[config.mk]
export PLATFORM = sky130hd
export DESIGN_NAME = uplink_deframer
export DESIGN_NICKNAME = d
export VERILOG_FILES = /design/src/rtl/ulf_pkg.sv /design/src/rtl/ulf_line_decoder.sv /design/src/rtl/ulf_octet_crc.sv /design/src/rtl/uplink_deframer.sv
export SDC_FILE = /design/constraint.sdc
export NUM_CORES = 1
export LEC_CHECK = 0
export ABC_CLOCK_PERIOD_IN_PS = 1600
export BUFFER_PORTS_ARGS = -buffer_cell sky130_fd_sc_hd__buf_2
export CORE_ASPECT_RATIO = 1.25
export CORE_UTILIZATION = 35
export DETAILED_ROUTE_END_ITERATION = 8
export PLACE_DENSITY = 0.61
export SETUP_SLACK_MARGIN = 0.3
export SYNTH_ARGS = -nofsm -noshare
export SYNTH_HDL_FRONTEND = slang
export SYNTH_SLANG_ARGS = --single-unit
export TNS_END_PERCENT = 100
[constraint.sdc]
create_clock -name clk -period 1.6 [get_ports clk]
set_input_delay 0.24 -clock clk [delete_from_list [all_inputs] [get_ports clk]]
set_output_delay 0.24 -clock clk [all_outputs]
set_load 0.02 [all_outputs]
[src/rtl/ulf_pkg.sv]
// Shared constants, state types and the CRC step function for the uplink
// frame receiver. Assumes octets are serialised least significant bit first.
package ulf_pkg;

    localparam logic [15:0] CRC_PRESET  = 16'hFFFF;
    localparam logic [15:0] CRC_POLY_R  = 16'h8408;  // reflected x^16+x^12+x^5+1
    localparam logic [15:0] CRC_RESIDUE = 16'hF0B8;  // remainder after data + FCS
    localparam logic [7:0]  FLAG_PAT    = 8'h7E;

    typedef enum logic [1:0] {LN_HUNT, LN_SEEK, LN_FRAME} line_st_t;
    typedef enum logic [1:0] {PF_ADDR, PF_MAC, PF_BODY, PF_DRAIN} parse_st_t;

    // Advances a reflected CRC register by one serial bit.
    function automatic logic [15:0] crc_step(input logic [15:0] c, input logic b);
        logic fb;
        fb = c[0] ^ b;
        crc_step = (c >> 1) ^ (fb ? CRC_POLY_R : 16'h0000);
    endfunction

endpackage

[src/rtl/ulf_line_decoder.sv]
// NRZI line decoder with preamble sync, flag/abort detection and destuffing.
// Assumes one sample per strobe and an idle-high line after reset. Emits
// destuffed data bits delayed by the flag length, so the closing flag's
// own bits are never released as data.
module ulf_line_decoder
    import ulf_pkg::*;
#(
    parameter int SYNC_ZEROS = 8
) (
    input  logic clk,
    input  logic rst_n,
    input  logic smp_stb,
    input  logic smp_lvl,
    output logic bit_vld_o,
    output logic bit_o,
    output logic start_o,
    output logic end_o,
    output logic abort_o
);

    localparam int RUN_STUFF = 5;
    localparam int RUN_FLAG  = 6;
    localparam int DLY       = RUN_FLAG;
    localparam int ZW        = $clog2(SYNC_ZEROS + 1);
    localparam int DCW       = $clog2(DLY + 1);

    line_st_t         st_q;
    logic             lvl_q;
    logic [ZW-1:0]    zc_q;
    logic [7:0]       sh_q;
    logic [2:0]       ones_q;
    logic [DLY-1:0]   dl_q;
    logic [DCW-1:0]   dlc_q;

    logic             dec;
    logic             push;
    logic             push_b;

    // Decodes the current sample against the previous line level.
    always_comb dec = (smp_lvl == lvl_q);

    // Decides whether the current in-frame bit is real data.
    always_comb begin
        push   = 1'b0;
        push_b = dec;
        if (smp_stb && st_q == LN_FRAME) begin
            if (dec) push = (ones_q < 3'(RUN_STUFF));
            else     push = (ones_q < 3'(RUN_STUFF));
        end
    end

    // Sequences sync, framing, destuffing and the release delay line.
    always_ff @(posedge clk) begin
        if (!rst_n) begin
            st_q      <= LN_HUNT;
            lvl_q     <= 1'b1;
            zc_q      <= '0;
            sh_q      <= '0;
            ones_q    <= '0;
            dl_q      <= '0;
            dlc_q     <= '0;
            bit_vld_o <= 1'b0;
            bit_o     <= 1'b0;
            start_o   <= 1'b0;
            end_o     <= 1'b0;
            abort_o   <= 1'b0;
        end else begin
            bit_vld_o <= 1'b0;
            start_o   <= 1'b0;
            end_o     <= 1'b0;
            abort_o   <= 1'b0;
            if (smp_stb) begin
                lvl_q <= smp_lvl;
                sh_q  <= {sh_q[6:0], dec};
                case (st_q)
                    LN_HUNT: begin
                        if (dec) begin
                            zc_q <= '0;
                        end else if (zc_q == ZW'(SYNC_ZEROS - 1)) begin
                            zc_q   <= '0;
                            ones_q <= '0;
                            st_q   <= LN_SEEK;
                        end else begin
                            zc_q <= zc_q + 1'b1;
                        end
                    end
                    LN_SEEK: begin
                        if ({sh_q[6:0], dec} == FLAG_PAT) begin
                            st_q    <= LN_FRAME;
                            ones_q  <= '0;
                            dlc_q   <= '0;
                            start_o <= 1'b1;
                        end else if (dec && ones_q == 3'(RUN_FLAG)) begin
                            st_q <= LN_HUNT;
                            zc_q <= '0;
                        end else begin
                            ones_q <= dec ? ones_q + 1'b1 : 3'd0;
                        end
                    end
                    LN_FRAME: begin
                        if (dec && ones_q == 3'(RUN_FLAG)) begin
                            abort_o <= 1'b1;
                            st_q    <= LN_HUNT;
                            zc_q    <= '0;
                        end else if (!dec && ones_q == 3'(RUN_FLAG)) begin
                            end_o <= 1'b1;
                            st_q  <= LN_HUNT;
                            zc_q  <= '0;
                        end else begin
                            ones_q <= dec ? ones_q + 1'b1 : 3'd0;
                        end
                        if (push) begin
                            dl_q <= {dl_q[DLY-2:0], push_b};
                            if (dlc_q == DCW'(DLY)) begin
                                bit_vld_o <= 1'b1;
                                bit_o     <= dl_q[DLY-1];
                            end else begin
                                dlc_q <= dlc_q + 1'b1;
                            end
                        end
                    end
                    default: st_q <= LN_HUNT;
                endcase
            end
        end
    end

    // the decoder raises at most one framing event per cycle.
    a_r4_single_event: assert property (@(posedge clk) disable iff (!rst_n)
        $onehot0({bit_vld_o, start_o, end_o, abort_o}));

    // the release delay line never holds more than a flag's worth of bits.
    a_r3_delay_bound: assert property (@(posedge clk) disable iff (!rst_n)
        dlc_q <= DCW'(DLY));

    // a frame opens only from the flag-search state.
    a_r1_start_after_sync: assert property (@(posedge clk) disable iff (!rst_n)
        start_o |-> $past(st_q) == LN_SEEK);

endmodule

[src/rtl/ulf_octet_crc.sv]
// Packs destuffed bits into octets (LSB first) and runs the frame CRC.
// Assumes start, bit, end and abort events never coincide. Forwards the
// framing events one cycle later with the length and CRC verdicts.
module ulf_octet_crc
    import ulf_pkg::*;
(
    input  logic       clk,
    input  logic       rst_n,
    input  logic       bit_vld_i,
    input  logic       bit_i,
    input  logic       start_i,
    input  logic       end_i,
    input  logic       abort_i,
    output logic       oct_vld_o,
    output logic [7:0] oct_o,
    output logic       start_o,
    output logic       end_o,
    output logic       abort_o,
    output logic       partial_o,
    output logic       crc_good_o
);

    logic [7:0]  sreg_q;
    logic [2:0]  bcnt_q;
    logic [15:0] crc_q;

    // Assembles octets, updates the CRC and forwards framing events.
    always_ff @(posedge clk) begin
        if (!rst_n) begin
            sreg_q     <= '0;
            bcnt_q     <= '0;
            crc_q      <= CRC_PRESET;
            oct_vld_o  <= 1'b0;
            oct_o      <= '0;
            start_o    <= 1'b0;
            end_o      <= 1'b0;
            abort_o    <= 1'b0;
            partial_o  <= 1'b0;
            crc_good_o <= 1'b0;
        end else begin
            oct_vld_o <= 1'b0;
            start_o   <= start_i;
            end_o     <= end_i;
            abort_o   <= abort_i;
            if (start_i) begin
                crc_q  <= CRC_PRESET;
                bcnt_q <= '0;
            end else if (bit_vld_i) begin
                sreg_q <= {bit_i, sreg_q[7:1]};
                bcnt_q <= bcnt_q + 1'b1;
                crc_q  <= crc_step(crc_q, bit_i);
                if (bcnt_q == 3'd7) begin
                    oct_vld_o <= 1'b1;
                    oct_o     <= {bit_i, sreg_q[7:1]};
                end
            end
            if (end_i) begin
                partial_o  <= (bcnt_q != 3'd0);
                crc_good_o <= (crc_q == CRC_RESIDUE);
            end
        end
    end

    // an octet is only released in the cycle after a data bit.
    a_r5_octet_from_bit: assert property (@(posedge clk) disable iff (!rst_n)
        oct_vld_o |-> $past(bit_vld_i));

    // the verdict flags only change alongside an end event.
    a_r7_verdict_stable: assert property (@(posedge clk) disable iff (!rst_n)
        !end_o |-> $stable(crc_good_o));

endmodule

[src/rtl/uplink_deframer.sv]
// Uplink frame receiver top: line decoding, octet/CRC stage and the
// link-layer parser. Assumes reset precedes traffic. Streams payload while
// holding back the two check octets, then issues one verdict pulse.
module uplink_deframer
    import ulf_pkg::*;
#(
    parameter int MAX_OCT    = 64,
    parameter int ADDR_MAX   = 4,
    parameter int SYNC_ZEROS = 8,
    parameter int GRP_LO     = 120
) (
    input  logic                          clk,
    input  logic                          rst_n,
    input  logic                          smp_stb,
    input  logic                          smp_lvl,
    output logic [8*ADDR_MAX-1:0]         addr,
    output logic [$clog2(ADDR_MAX+1)-1:0] addr_len,
    output logic [7:0]                    mac_ctrl,
    output logic                          pay_valid,
    output logic [7:0]                    pay_data,
    output logic                          frame_ok,
    output logic                          frame_err
);

    localparam int OCW = $clog2(MAX_OCT + 2);
    localparam int ALW = $clog2(ADDR_MAX + 1);
    localparam int FCS_OCT = 2;

    logic       d_bit_vld, d_bit, d_start, d_end, d_abort;
    logic       o_vld, o_start, o_end, o_abort, o_partial, o_crc_good;
    logic [7:0] o_oct;

    ulf_line_decoder #(.SYNC_ZEROS(SYNC_ZEROS)) u_line (
        .clk       (clk),
        .rst_n     (rst_n),
        .smp_stb   (smp_stb),
        .smp_lvl   (smp_lvl),
        .bit_vld_o (d_bit_vld),
        .bit_o     (d_bit),
        .start_o   (d_start),
        .end_o     (d_end),
        .abort_o   (d_abort)
    );

    ulf_octet_crc u_oct (
        .clk        (clk),
        .rst_n      (rst_n),
        .bit_vld_i  (d_bit_vld),
        .bit_i      (d_bit),
        .start_i    (d_start),
        .end_i      (d_end),
        .abort_i    (d_abort),
        .oct_vld_o  (o_vld),
        .oct_o      (o_oct),
        .start_o    (o_start),
        .end_o      (o_end),
        .abort_o    (o_abort),
        .partial_o  (o_partial),
        .crc_good_o (o_crc_good)
    );

    parse_st_t  pst_q;
    logic [OCW-1:0] ocnt_q;
    logic       over_q;
    logic       bad_q;
    logic [7:0] hold0_q, hold1_q;
    logic [1:0] body_q;
    logic       one_oct_ok;

    // Classifies a terminating first address octet by its upper seven bits.
    always_comb one_oct_ok = (o_oct[7:1] == 7'd0) || (o_oct[7:1] >= 7'(GRP_LO));

    // Parses address, control and body octets and issues the verdict.
    always_ff @(posedge clk) begin
        if (!rst_n) begin
            pst_q     <= PF_ADDR;
            ocnt_q    <= '0;
            over_q    <= 1'b0;
            bad_q     <= 1'b0;
            hold0_q   <= '0;
            hold1_q   <= '0;
            body_q    <= '0;
            addr      <= '0;
            addr_len  <= '0;
            mac_ctrl  <= '0;
            pay_valid <= 1'b0;
            pay_data  <= '0;
            frame_ok  <= 1'b0;
            frame_err <= 1'b0;
        end else begin
            pay_valid <= 1'b0;
            frame_ok  <= 1'b0;
            frame_err <= 1'b0;
            if (o_start) begin
                pst_q    <= PF_ADDR;
                ocnt_q   <= '0;
                over_q   <= 1'b0;
                bad_q    <= 1'b0;
                body_q   <= '0;
                addr     <= '0;
                addr_len <= '0;
                mac_ctrl <= '0;
            end else if (o_vld) begin
                if (ocnt_q == OCW'(MAX_OCT)) over_q <= 1'b1;
                else                         ocnt_q <= ocnt_q + 1'b1;
                case (pst_q)
                    PF_ADDR: begin
                        for (int i = 0; i < ADDR_MAX; i++) begin
                            if (addr_len == ALW'(i)) addr[8*i +: 8] <= o_oct;
                        end
                        addr_len <= addr_len + 1'b1;
                        if (o_oct[0]) begin
                            if (addr_len == '0 && !one_oct_ok) bad_q <= 1'b1;
                            pst_q <= PF_MAC;
                        end else if (addr_len == ALW'(ADDR_MAX - 1)) begin
                            bad_q <= 1'b1;
                            pst_q <= PF_DRAIN;
                        end
                    end
                    PF_MAC: begin
                        mac_ctrl <= o_oct;
                        if (o_oct[2:0] != 3'd0) bad_q <= 1'b1;
                        pst_q <= PF_BODY;
                    end
                    PF_BODY: begin
                        hold0_q <= o_oct;
                        hold1_q <= hold0_q;
                        if (body_q == 2'(FCS_OCT)) begin
                            if (!over_q) begin
                                pay_valid <= 1'b1;
                                pay_data  <= hold1_q;
                            end
                        end else begin
                            body_q <= body_q + 1'b1;
                        end
                    end
                    default: ;
                endcase
            end
            if (o_end) begin
                if (!bad_q && !over_q && !o_partial && o_crc_good &&
                    pst_q == PF_BODY && body_q == 2'(FCS_OCT))
                    frame_ok <= 1'b1;
                else
                    frame_err <= 1'b1;
            end
            if (o_abort) frame_err <= 1'b1;
        end
    end

    // never both verdicts in one cycle.
    a_r11_one_verdict: assert property (@(posedge clk) disable iff (!rst_n)
        $onehot0({frame_ok, frame_err}));

    // payload octets never share a cycle with a verdict.
    a_r11_payload_before_verdict: assert property (@(posedge clk) disable iff (!rst_n)
        pay_valid |-> !(frame_ok || frame_err));

    // the address count never passes its limit.
    a_r8_addr_len_bound: assert property (@(posedge clk) disable iff (!rst_n)
        addr_len <= ALW'(ADDR_MAX));

    // an accepted frame always carries clear reserved control bits.
    a_r10_mac_reserved: assert property (@(posedge clk) disable iff (!rst_n)
        frame_ok |-> mac_ctrl[2:0] == 3'd0);

    // an accepted one-octet address is test, group or broadcast.
    a_r9_single_addr: assert property (@(posedge clk) disable iff (!rst_n)
        (frame_ok && addr_len == ALW'(1)) |->
            (addr[7:1] == 7'd0 || addr[7:1] >= 7'(GRP_LO)));

endmodule

# After elaboration in Yosys (flattened, before gate mapping)
# Cells that the tools add are included.
classes:
  add_sub_neg: 7
  order_cmp: 2
  eq_ne: 31
  mux: 46
  bitwise: 13
  reduce_logical: 54
ops:
  columns: ["op", "n"]
  rows:
  - ["AND reduction 3 bit", 11]
  - ["2-to-1 mux 3 bit", 10]
  - ["AND reduction 5 bit", 5]
  - ["2-to-1 mux 4 bit", 6]
  - ["== test 16 bit, second input constant", 1]
  - ["2-to-1 mux 16 bit", 1]
  - ["2-to-1 mux 2 bit", 8]
  - ["bitwise XOR 15 x 16 -> 16 bit", 1]
  - ["2-to-1 mux 1 bit", 15]
  - ["adder 3 x 1 -> 3 bit, second input constant", 4]
  - ["inequality test 2 bit, second input constant", 6]
  - ["case mux 4 bit (3 select lines)", 1]
  - ["AND reduction 2 bit", 6]
  - ["NOT 1 bit", 11]
  - ["== test 3 bit, second input constant", 3]
  - ["logical AND 1 bit", 9]
  - ["case mux 3 bit (3 select lines)", 1]
  - ["nonzero test 3 bit", 3]
  - ["== test 8 x 7 -> 1 bit, second input constant", 1]
  - ["inequality test 2 x 1 -> 1 bit, second input constant", 4]
  - ["AND reduction 4 bit", 2]
  - ["adder 7 x 1 -> 7 bit, second input constant", 1]
  - ["== test 7 bit, second input constant", 1]
  - [">= comparator 7 bit, second input constant", 1]
  - ["28 further kinds", 41]
word_totals:
  reg_bits: 155
  in_bits: 4
  out_inout_bits: 54
  wordCells: 192

# Longest topological paths before layout
# Gate-level depths: netlist of run 1.
logic_depth:
  depth_word: 9
  depth_mapped: 8
  depth_no_buf: 6

# Hierarchy
# A second synthesis of run 1 with hierarchy kept.
unflattened:
  hier_cells: 694
  area_unflattened_um2: 6288.5
by_module_without_submodules:
  columns: ["module", "instances", "cells_each", "area_each_um2"]
  rows:
  - ["uplink_deframer", 1, 371, 3258.1]
  - ["ulf_octet_crc", 1, 151, 1551.5]
  - ["ulf_line_decoder", 1, 172, 1478.9]

# Worst setup path after synthesis of run 1
# Ideal clock, no wire load.
synth_timing:
  path_type: "register -> register"
  start: "reg addr_len[0]"
  end: "reg bad_q"
  arrival_ns: 1.611
  required_time_ns: 1.468
  setup_slack_ns: -0.143
  path_stages_with_launch: 8
  path_buffers: 1
  path_cell_list: "dfxtp_1 > inv_1 > ha_1 > clkbuf_1 > and3b_1 > a221o_1 > o211ai_1 > a21oi_1"
synth_between:
  elab_chain_len: 4
  elab_cells_between_ends: 6
  classes_between: "eq/ne (3); reduce/logical (3)"
synth_lines:
  columns: ["item", "line_no", "text"]
  rows:
  - ["from (decl)", "uplink_deframer.sv:17", "output logic [$clog2(ADDR_MAX+1)-1:0] addr_len,"]
  - ["from (signal assigned)", "uplink_deframer.sv:111", "addr_len <= addr_len + 1'b1;"]
  - ["logical NOT 3 bit", "uplink_deframer.sv:113", "if (addr_len == '0 && !one_oct_ok) bad_q <= 1'b1;"]
  - ["logical AND 1 bit", "uplink_deframer.sv:113", null]
  - ["inequality test 3 bit (no line)", null, null]
  - ["AND reduction 5 bit (no line) (*)", null, null]
  - ["to (signal assigned)", "uplink_deframer.sv:113", null]
  - ["to (signal assigned)", "uplink_deframer.sv:116", "bad_q <= 1'b1;"]
  - ["to (signal assigned)", "uplink_deframer.sv:122", "if (o_oct[2:0] != 3'd0) bad_q <= 1'b1;"]
  - ["to (decl)", "uplink_deframer.sv:65", "logic bad_q;"]
# Mark *: on every way between the ends. The rest lies on a longest branch, timed or not.
# A chain may end at the register's enable or synchronous reset.

# Final worst setup path of run 1
layout_timing:
  start: "reg u_line.st_q[0]"
  end: "reg u_line.ones_q[2]"
layout_between:
  elab_chain_len: 3
  elab_cells_between_ends: 11
  classes_between: "eq/ne (7); mux (1); reduce/logical (3)"
layout_lines:
  columns: ["item", "line_no", "text"]
  rows:
  - ["from (decl)", "ulf_line_decoder.sv:27", "line_st_t st_q;"]
  - ["from (signal assigned)", "ulf_line_decoder.sv:55", "st_q <= LN_HUNT;"]
  - ["from (signal assigned)", "ulf_line_decoder.sv:82", "st_q <= LN_SEEK;"]
  - ["from (signal assigned)", "ulf_line_decoder.sv:89", "st_q <= LN_FRAME;"]
  - ["== test 2 x 1 -> 1 bit (tied with other cells)", "ulf_line_decoder.sv:75", "case (st_q)"]
  - ["inequality test 3 x 2 -> 1 bit (no line) (tied with other cells)", null, null]
  - ["AND reduction 7 bit (no line)", null, null]
  - ["to (signal assigned)", "ulf_line_decoder.sv:97", "ones_q <= dec ? ones_q + 1'b1 : 3'd0;"]
  - ["to (signal assigned)", "ulf_line_decoder.sv:110", "ones_q <= dec ? ones_q + 1'b1 : 3'd0;"]
  - ["to (decl)", "ulf_line_decoder.sv:31", "logic [2:0] ones_q;"]
# Several ways; a longest one is shown, not always the timed one.

==> out/qor.yml, run 1 <==
clock_tree:
  cts_made_buffers: 17
  tritoncts_num_sinks: 154
  htreeDepth: 4
  cts.clk_slew.worst_paths_ns: 0.06
  cts-root-buf: "clkbuf_16"
  clk_path_buf_depth: 2
  clkLatencyLatePin_ns: 0.42
  cts_tree: "yes"
sta:
  rsz0062_at_grt: "yes"
  timing.max_slew.rel_slack: 0.723
  worstMarginPinSlew_ns: 0.416
  setup_tns_ns: 0
  max_freq_mhz: 677
  setup_viol: 0
  worst_slack_ns: 0.122
  maxSlewViolCount: 0
  min_period_over_period: 0.924
  min_period_ns: 1.48
  hold_violations: 0
  finClkSkew_ns: 0.00589
finish:
  fillerInstances: 1555
  n_antenna_cell: 0
  seqCellArea_um2: 3130
  syn2layout_area_growth_pct: 40.7
  nets: 815
  multi_input_area_um2: 3770
  drive_above_1_share: 0.399
critical_path:
  critPathSlowestCell: "dfxtp_4"
  crit_buf_inv: 1
  worstSetupStartpointType: "flip-flop"
  cp_cell_sequence: "inv_4 > ha_4 > and3_4 > a41oi_4 > a311oi_2 > a41o_1"
  slowest_delay_ns: 0.38
  worstRegToRegCells: 6
  required_ns: 1.91
  arrival_ns: 1.79
  worst_path_dominant_cell_family: "compound AO/OA/AOI/OAI gates"
  regToRegEndpoint: "u_line.ones_q[2]"
  timing.rr.start: "u_line.st_q[0]"
  cp_max_fo: 6
  reg2reg_slack_ns: 0.12
  cp-end-kind: "flip-flop"
  critPathKind: "flip-flop to flip-flop"
power_and_ir_drop:
  vdd_drop_max_mv: 0.616
  power.density_nw_per_um2: 915
  p_leak_nw: 3.34
route:
  met2_length_mm: 8.14
  drt-met1-wl_mm: 6.41
  met3_length_um: 434
  drt-pass1-iter-count: 4
  top_layer_used: "met4"
  first_iter_violations: 261
  routedWlPerCell_um: 14.9
  drt-total-wl_mm: 15.3
  route.vias.total: 5157
  vias_per_cell: 5.02
  drcViolationCount: 0
  ant_nets: 0
placed_design:
  dpl.hpwl_mm: 8.79
  io_buffers: 57
  place_congestion: 0.735
  preCtsSetupSlack_ns: 0.0723
synth:
  synth_cells: 695
  synth.top_cell.area_share: 0.492
  synth_most_common_cell: "dfxtp_1"
  ys_seq_area_frac: 0.492
  yosys-top-cells-count: "154 x dfxtp_1, 122 x nand2_1, 66 x a21oi_1"
  synth-warning-count: 0
  async_flop_share: 0
  ys_ff_latch: 154
  yosysTopAreaCell: "dfxtp_1"
  ys.flop_type: "dfxtp_1"
  yosysUniqueCellTypes: 59
  synth_fp_nets: 719
  synth.top_cells.by_area: "dfxtp_1 49%, mux2i_1 9.6%, nand2_1 7.3%"
  syn_avg_cell_area_um2: 9.02
  synth_edf_count: 0
  synth.cell_area_um2: 6270
global_routing:
  grt_pass1_vias: 4874
  antenna_found_initial: 0
  grt.total_usage: 0.163
  grt_pass1_wl_mm: 23.6
  grt.overflow.total: 0
  grt_max_degree: 62
floorplanning:
  die_x_um: 122
  die_h_um: 152
  rows: 54
  initial_core_util: 0.358
  coreArea_um2: 17500
  ios: 58
  fp.dieArea_um2: 18500
worst_hold_path:
  min-delay-path-class: "input pin to flip-flop"
  hold_depth: 2
  min-delay-start: "smp_stb"
  min_to: "u_line.bit_vld_o"
run_status:
  status: "complete, no violations"
run:
  drv_cap: 0
-- sequential cells by signal, summed over array words and instances, names as in the netlist, 3 cells and up --
name	cells
addr	32
addr_len	3
hold0_q	8
hold1_q	8
mac_ctrl	8
ocnt_q	7
pay_data	8
u_line.dl_q	6
u_line.dlc_q	3
u_line.ones_q	3
u_line.sh_q	7
u_line.zc_q	4
u_oct.bcnt_q	3
u_oct.crc_q	16
u_oct.oct_o	8
u_oct.sreg_q	7
-- worst reg2reg max path, delay by kind of cell, from the launching register on --
| kind | cells | cell delay [ns] |
|---|---|---|
| buffers and inverters | 1 | 0.05 |
| flip-flops | 1 | 0.38 |
| adder cells (fa/ha/maj) | 1 | 0.19 |
| AND/OR/NAND/NOR | 1 | 0.19 |
| AO/OA/AOI/OAI | 3 | 0.57 |
-- per-stage QoR --
step                      instance area [um^2]  total power, mW  hold slack (ns)   util  std cells
after global routing                      8820             8.33            0.189  0.504       1027
after floorplan                           6470             4.04            0.369      -        695
after detailed placement                  7040             4.10            0.424  0.402        958
after global placement                    7040             4.10            0.418  0.402        958
after CTS                                 8180             8.13            0.154  0.468       1009
final                                     8820             8.07            0.190  0.504       1027
-- kinds of logic (layout without fill, tap and decap cells) --
logic type      count (synthesis)  count (layout)  synth area share
compound gates                105             105            0.0997
xor+xnor                       12              12            0.0180
fa+ha+maj                      20              20            0.0399
buf+inv                        67             175            0.0445
flops                         154             154             0.492
mux                            60              60            0.0958
simple gates                  277             277             0.211
-- metal layers --
| metal | track usage | vias to the layer above |
|---|---|---|
| met5 | 0 | - |
| met4 | 0.0698 | 0 |
| met3 | 0.0311 | 29 |
| met2 | 0.297 | 94 |
| met1 | 0.184 | 2472 |
| li1 | - | 2562 |
-- worst max path at each step --
stage	start	endpoint	slack [ns]	cells past startpoint
6_report	u_line.st_q[0]	u_line.ones_q[2]	0.12	6
5_1_grt	u_line.lvl_q	u_line.st_q[1]	0.06	5
4_1_cts	u_line.st_q[0]	u_line.ones_q[2]	0.15	6
3_5_place_dp	u_line.st_q[1]	u_line.dlc_q[0]	0.07	6
3_3_place_gp	u_line.st_q[1]	u_line.dlc_q[1]	0.08	6
2_1_floorplan	addr_len[1]	bad_q	0.15	7
-- layout make-up --
type / count / share of cell area
sequential: 154 / 0.354
clock buffer: 20 / 0.0506
timing repair buffer: 124 / 0.110
multi-input combinational: 474 / 0.427
inverter: 20 / 0.00964
tap: 224 / 0.0318
clock inverter: 11 / 0.0166
-- power by group --
part,switching (mW),internal [mW],total (mW)
clock,1.55,2.48,4.03
combinational,0.126,0.0704,0.197
sequential,0.0118,3.83,3.84
total,1.69,6.38,8.07
-- what timing repair did --
item / CTS / global route
buffers inserted: 17 / 18
pin swaps: 54 / 60
endpoints found under the setup margin: 85 / 96
hold buffers: 0 / 0
resized for setup: 98 / 112
gates cloned: 3 / 0
-- placed cells by master (no fill, tap or decap), types with 6 or more instances in the layout --
master     count
mux2i_1       60
dfxtp_4        8
ha_4          10
nand3_4        7
buf_6         16
dfxtp_2       11
dfxtp_1      135
a21oi_2       31
buf_2         56
clkbuf_16     18
buf_12         8
nand3_2       15
o21ai_0        6
a21oi_1       35
nor2_1        61
nand2_1       84
nand3_1       18
ha_1           6
xnor2_1        6
buf_4         43
nand2_2       20
inv_1         10
nand2_4       15
(Power assumes the default switching activity.)
==> run 2: changes to the inputs <==
Settings changed: CORE_MARGIN set to 10.
==> run 2 against run 1 <==
Effect of this change:
- cell count grew 0.39%
- critical endpoint is now addr[13]
- via count shrank 1.2%
- combinational power grew 7%
- register-to-register slack lost 0.02 ns
==> out/qor.yml, run 2 (synthesized netlist as in run 1, its figures left out) <==
clock_tree:
  cts-root-buf: "clkbuf_16"  # unchanged
  clk_path_buf_depth: 2  # unchanged
  cts_made_buffers: 17  # unchanged
  cts.clk_slew.worst_paths_ns: 0.06  # about the same
  clkLatencyLatePin_ns: 0.43  # was 0.42 ns
  htreeDepth: 4  # unchanged
  tritoncts_num_sinks: 154  # unchanged
  cts_tree: "yes"  # unchanged
power_and_ir_drop:
  p_leak_nw: 3.32  # was 3.34 nW
  cellInternalPower_mw: 6.10  # was 6.38 mW
  clockPowerShare: 0.486  # was 0.500
  power.density_nw_per_um2: 900  # was 915 nW/um^2
  sw_frac_of_total: 0.226  # was 0.209
  vdd_drop_max_mv: 0.748  # was 0.616 mV
  power_switching_mw: 1.78  # was 1.69 mW
  seqPwrFrac: 0.487  # was 0.476
  pwr-share-comb: 0.027  # was 0.024
sta:
  finClkSkew_ns: 0.00994  # was 0.00589 ns
  worstMarginPinSlew_ns: 0.572  # was 0.416 ns
  min_period_over_period: 0.938  # was 0.924
  worst_slack_ns: 0.0996  # was 0.122 ns
  maxSlewViolCount: 0  # unchanged
  finalHoldWorstSlack_ns: 0.0670  # was 0.190 ns
  hold_violations: 0  # unchanged
  setup_tns_ns: 0  # unchanged
  max_freq_mhz: 666  # was 677 MHz
  timing.max_slew.rel_slack: 0.618  # was 0.723
  min_period_ns: 1.50  # was 1.48 ns
  rsz0062_at_grt: "yes"  # unchanged
  setup_viol: 0  # unchanged
placed_design:
  preCtsSetupSlack_ns: 0.0628  # was 0.0723 ns
  dpl.hpwl_mm: 9.60  # was 8.79 mm
  place_congestion: 0.764  # was 0.735
  io_buffers: 57  # unchanged
  place_area_um2: 7040  # about the same
finish:
  nets: 818  # was 815
  syn2layout_area_growth_pct: 39.6  # was 40.7%
  finish.instance_area_um2: 8750  # was 8820 um^2
  final_common_cell: "dfxtp_1"  # unchanged
  multi_input_area_um2: 3730  # was 3770 um^2
  drive_above_1_share: 0.400  # was 0.399
  fillerInstances: 1606  # was 1555
  largest_register: "addr"  # unchanged
  largest_register_ffs: 32  # unchanged
  layout_common_cells: "134 x dfxtp_1, 81 x nand2_1, 60 x mux2i_1"  # was 135 x dfxtp_1, 84 x nand2_1, 61 x nor2_1
  top_regs: "addr (32), u_oct.crc_q (16)"  # unchanged
  seqCellArea_um2: 3130  # about the same
  n_antenna_cell: 0  # unchanged
critical_path:
  cp_cell_sequence: "buf_6 > nor4b_4 > buf_4 > buf_8 > buf_12 > nand2_8 > nand2_1 > a21oi_2"  # was inv_4 > ha_4 > and3_4 > a41oi_4 > a311oi_2 > a41o_1
  worstSetupStartpointType: "flip-flop"  # unchanged
  critPathKind: "flip-flop to flip-flop"  # unchanged
  worst_path_dominant_cell_family: "buffers and inverters"  # was compound AO/OA/AOI/OAI gates
  slowest_delay_ns: 0.39  # was 0.38 ns
  cp-end-kind: "flip-flop"  # unchanged
  required_ns: 1.91  # about the same
  arrival_ns: 1.81  # was 1.79 ns
  cp_max_fo: 8  # was 6
  critPathSlowestCell: "dfxtp_4"  # unchanged
  crit_buf_inv: 4  # was 1
route:
  drt-total-wl_mm: 15.1  # was 15.3 mm
  vias_per_cell: 4.94  # was 5.02
  drt-pass1-iter-count: 4  # unchanged
  drcViolationCount: 0  # unchanged
  routedWlPerCell_um: 14.7  # was 14.9 um
  ant_nets: 0  # unchanged
  route.vias.total: 5097  # was 5157
  first_iter_violations: 223  # was 261
floorplanning:
  rows: 54  # unchanged
  die_x_um: 140  # was 122 um
  fp.dieArea_um2: 23700  # was 18500 um^2
  ios: 58  # unchanged
  die_h_um: 170  # was 152 um
  initial_core_util: 0.357  # was 0.358
  coreArea_um2: 17600  # was 17500 um^2
global_routing:
  grt_max_degree: 48  # was 62
  antenna_found_initial: 0  # unchanged
  grt_pass1_vias: 4908  # was 4874
  grt_pass1_wl_mm: 24.2  # was 23.6 mm
  grt.total_usage: 0.122  # was 0.163
  grt.overflow.total: 0  # unchanged
run_status:
  status: "complete, no violations"  # unchanged
run:
  drv_cap: 0  # unchanged
worst_hold_path:
  min-delay-path-class: "input pin to flip-flop"  # unchanged
==> run 2: metal layers <==
layer | GRT usage | vias up | wire length [um]
li1 | - | 2581 | -
met1 | 0.135 | 2421 | 6430
met2 | 0.216 | 78 | 7870
met3 | 0.0325 | 17 | 581
met4 | 0.0495 | 0 | 229
met5 | 0 | - | 0
==> run 2: timing repair <==
item / in CTS / in global routing
pin swaps: 38 / 56
cloned: 1 / 1
gates resized for setup: 90 / 121
setup buffers: 17 / 19
hold buffers: 0 / 0
setup endpoints to repair: 78 / 102
==> run 2: layout make-up <==
type | count | share of cell area
inverter | 20 | 0.00972
clock inverter | 12 | 0.0129
sequential | 154 | 0.358
clock buffer | 20 | 0.0510
multi-input combinational | 474 | 0.426
timing repair buffer | 127 | 0.111
tap | 224 | 0.0320
==> run 2: power by group through the flow <==
stage | clock network (mW) | logic (mW) | registers, mW
2_1_floorplan | 0 | 0.113 | 3.93
3_3_place_gp | 0 | 0.165 | 3.93
3_5_place_dp | 0 | 0.165 | 3.93
4_1_cts | 3.90 | 0.192 | 3.84
5_1_grt | 4.08 | 0.229 | 3.84
6_report | 3.83 | 0.210 | 3.84
==> run 2: stage by stage <==
stage	utilization	power [mW]	cells
2_1_floorplan	-	4.04	695
3_3_place_gp	0.401	4.10	961
3_5_place_dp	0.401	4.10	961
4_1_cts	0.461	7.93	1011
5_1_grt	0.498	8.14	1031
6_report	0.498	7.88	1031
==> run 2: worst register-to-register path, delay by kind of cell, from the launching register on <==
kind,cells,cell delay [ns]
AOI/OAI and AO/OA,1,0.06
buffers and inverters,4,0.53
DFF,1,0.39
and+or+nand+nor,3,0.41
==> run 2: final timing paths <==
check                                      from      endpoint  slack [ns]  cells after the start
worst max-delay path            u_oct.oct_vld_o      addr[13]         0.1                      8
worst min-delay path                    smp_stb  u_line.lvl_q        0.07                      3
worst max register to register  u_oct.oct_vld_o      addr[13]         0.1                      8
worst min register to register    u_oct.abort_o     frame_err        0.44                      2
==> run 3: changes to the inputs <==
Settings changed: RECOVER_POWER set to 50.
==> run 3 against run 2 <==
Effect of this change:
- final area shrank 1.1%
- via count rose by 0.27%
- combinational power is essentially flat
- sequential power barely moved
- die area did not move
- routed wire length rose by 0.56%
- count of clock-buffer cells in the layout unchanged
- clock power about the same
==> out/qor.yml, run 3 (synthesized netlist as in run 1, its figures left out) <==
run_status:
  status: "complete, no violations"  # unchanged
sta:
  max_freq_mhz: 662  # was 666 MHz
  setup_viol: 0  # unchanged
  timing.max_slew.rel_slack: 0.606  # was 0.618
  min_period_ns: 1.51  # was 1.50 ns
  setup_tns_ns: 0  # unchanged
  worstMarginPinSlew_ns: 0.590  # was 0.572 ns
  hold_violations: 0  # unchanged
  rsz0062_at_grt: "yes"  # unchanged
  min_period_over_period: 0.944  # was 0.938
  maxSlewViolCount: 0  # unchanged
  finClkSkew_ns: 0.0107  # was 0.00994 ns
power_and_ir_drop:
  seqPwrFrac: 0.487  # about the same
  cellInternalPower_mw: 6.10  # about the same
  sw_frac_of_total: 0.226  # about the same
  pwr-share-comb: 0.026  # was 0.027
  power_switching_mw: 1.78  # about the same
  vdd_drop_max_mv: 0.740  # was 0.748 mV
  p_total_mw: 7.88  # about the same
  power.density_nw_per_um2: 909  # was 900 nW/um^2
  clockPowerShare: 0.486  # about the same
  p_leak_nw: 3.10  # was 3.32 nW
clock_tree:
  tritoncts_num_sinks: 154  # unchanged
  htreeDepth: 4  # unchanged
  hold_buffers: 0  # unchanged
  clk_path_buf_depth: 2  # unchanged
  cts.clk_slew.worst_paths_ns: 0.07  # was 0.06 ns
  clkLatencyLatePin_ns: 0.43  # about the same
  cts_made_buffers: 17  # unchanged
  cts-root-buf: "clkbuf_16"  # unchanged
  cts_tree: "yes"  # unchanged
floorplanning:
  coreArea_um2: 17600  # unchanged
  die_h_um: 170  # unchanged
  fp.dieArea_um2: 23700  # unchanged
  initial_core_util: 0.357  # unchanged
  rows: 54  # unchanged
  ios: 58  # unchanged
  die_x_um: 140  # unchanged
critical_path:
  required_ns: 1.91  # about the same
  critPathKind: "flip-flop to flip-flop"  # unchanged
  cp_max_fo: 8  # unchanged
  worstSetupStartpointType: "flip-flop"  # unchanged
  worstRegToRegCells: 5  # was 8
  reg2reg_slack_ns: 0.09  # was 0.1 ns
  cp_cell_sequence: "buf_4 > nor2b_1 > nand2_1 > mux2i_1 > nor2_1"  # was buf_6 > nor4b_4 > buf_4 > buf_8 > buf_12 > nand2_8 > nand2_1 > a21oi_2
  critPathSlowestCell: "dfxtp_1"  # was dfxtp_4
  regToRegEndpoint: "mac_ctrl[7]"  # was addr[13]
  timing.rr.start: "pst_q[1]"  # was u_oct.oct_vld_o
  crit_start: "pst_q[1]"  # was u_oct.oct_vld_o
  worst_path_dominant_cell_family: "simple AND/OR/NAND/NOR gates"  # was buffers and inverters
  slowest_delay_ns: 0.44  # was 0.39 ns
  arrival_ns: 1.82  # was 1.81 ns
  crit_buf_inv: 1  # was 4
  cp-end-kind: "flip-flop"  # unchanged
worst_hold_path:
  min_to: "u_line.lvl_q"  # unchanged
  hold_depth: 3  # unchanged
  min-delay-start: "smp_stb"  # unchanged
  min-delay-path-class: "input pin to flip-flop"  # unchanged
global_routing:
  grt_pass1_wl_mm: 24.2  # unchanged
  grt.total_usage: 0.122  # unchanged
  grt_pass1_vias: 4908  # unchanged
  grt_max_degree: 48  # unchanged
  antenna_found_initial: 0  # unchanged
  grt.overflow.total: 0  # unchanged
route:
  routedWlPerCell_um: 14.7  # about the same
  first_iter_violations: 248  # was 223
  drt-total-wl_mm: 15.2  # was 15.1 mm
  drcViolationCount: 0  # unchanged
  drt-pass1-iter-count: 4  # unchanged
  route.vias.total: 5111  # was 5097
  vias_per_cell: 4.96  # was 4.94
  ant_nets: 0  # unchanged
placed_design:
  io_buffers: 57  # unchanged
  dpl.hpwl_mm: 9.60  # unchanged
  place_congestion: 0.764  # unchanged
finish:
  largest_register_ffs: 32  # unchanged
  layout_common_cells: "135 x dfxtp_1, 82 x nand2_1, 60 x mux2i_1"  # was 134 x dfxtp_1, 81 x nand2_1, 60 x mux2i_1
  final_common_cell: "dfxtp_1"  # unchanged
  multi_input_area_um2: 3730  # about the same
  top_regs: "addr (32), u_oct.crc_q (16)"  # unchanged
  n_antenna_cell: 0  # unchanged
  largest_register: "addr"  # unchanged
  syn2layout_area_growth_pct: 38.1  # was 39.6%
  fillerInstances: 1645  # was 1606
  seqCellArea_um2: 3130  # about the same
  nets: 818  # unchanged
  drive_above_1_share: 0.333  # was 0.400
run:
  drv_cap: 0  # unchanged
run 3: power by group through the flow:
stage	clock network, mW	registers, mW	logic (mW)
floorplan	0	3.93	0.113
global placement	0	3.93	0.165
detailed placement	0	3.93	0.165
CTS	3.90	3.84	0.192
global route	4.08	3.84	0.227
finish	3.83	3.84	0.208
run 3: worst max path at each step:
stage / endpoint / slack, ns / cells after the start
2_1_floorplan: bad_q / 0.15 / 7
3_3_place_gp: u_line.dlc_q[0] / 0.09 / 6
3_5_place_dp: u_line.dlc_q[1] / 0.06 / 6
4_1_cts: u_line.ones_q[2] / 0.14 / 6
5_1_grt: mac_ctrl[7] / 0.03 / 5
6_report: mac_ctrl[7] / 0.09 / 5
run 3: layout make-up:
cell class | count | area share
Tap cell | 224 | 0.0324
Timing Repair Buffer | 127 | 0.102
Multi-Input combinational cell | 474 | 0.430
Clock buffer | 20 | 0.0516
Inverter | 20 | 0.00982
Sequential cell | 154 | 0.361
Clock inverter | 12 | 0.0130
run 3: per-stage QoR:
stage	cells	setup slack (ns)	hold WS, ns	util	area [um^2]
4_1_cts	1011	0.138	0.0696	0.461	8090
5_1_grt	1031	0.0282	0.163	0.493	8660
3_3_place_gp	961	0.0913	0.419	0.401	7040
3_5_place_dp	961	0.0628	0.420	0.401	7040
6_report	1031	0.0902	0.111	0.493	8660
2_1_floorplan	695	0.155	0.369	-	6470
run 3: per-layer routing:
| metal | GRT usage | vias to the layer above | wire (um) |
|---|---|---|---|
| met2 | 0.216 | 83 | 7860 |
| met4 | 0.0495 | 0 | 258 |
| met5 | 0 | - | 0 |
| met1 | 0.135 | 2426 | 6490 |
| li1 | - | 2580 | - |
| met3 | 0.0325 | 22 | 596 |
run 3: repair_timing:
item | CTS | global route
resized for setup | 90 | 121
gates cloned | 1 | 1
setup buffers | 17 | 19
pin swaps | 38 | 56
endpoints found under the setup margin | 78 | 102
run 3: worst register-to-register path, stage by stage (launching register included):
cell,delay [ns]
dfxtp_1,0.44
buf_4,0.20
nor2b_1,0.06
nand2_1,0.36
mux2i_1,0.27
nor2_1,0.06
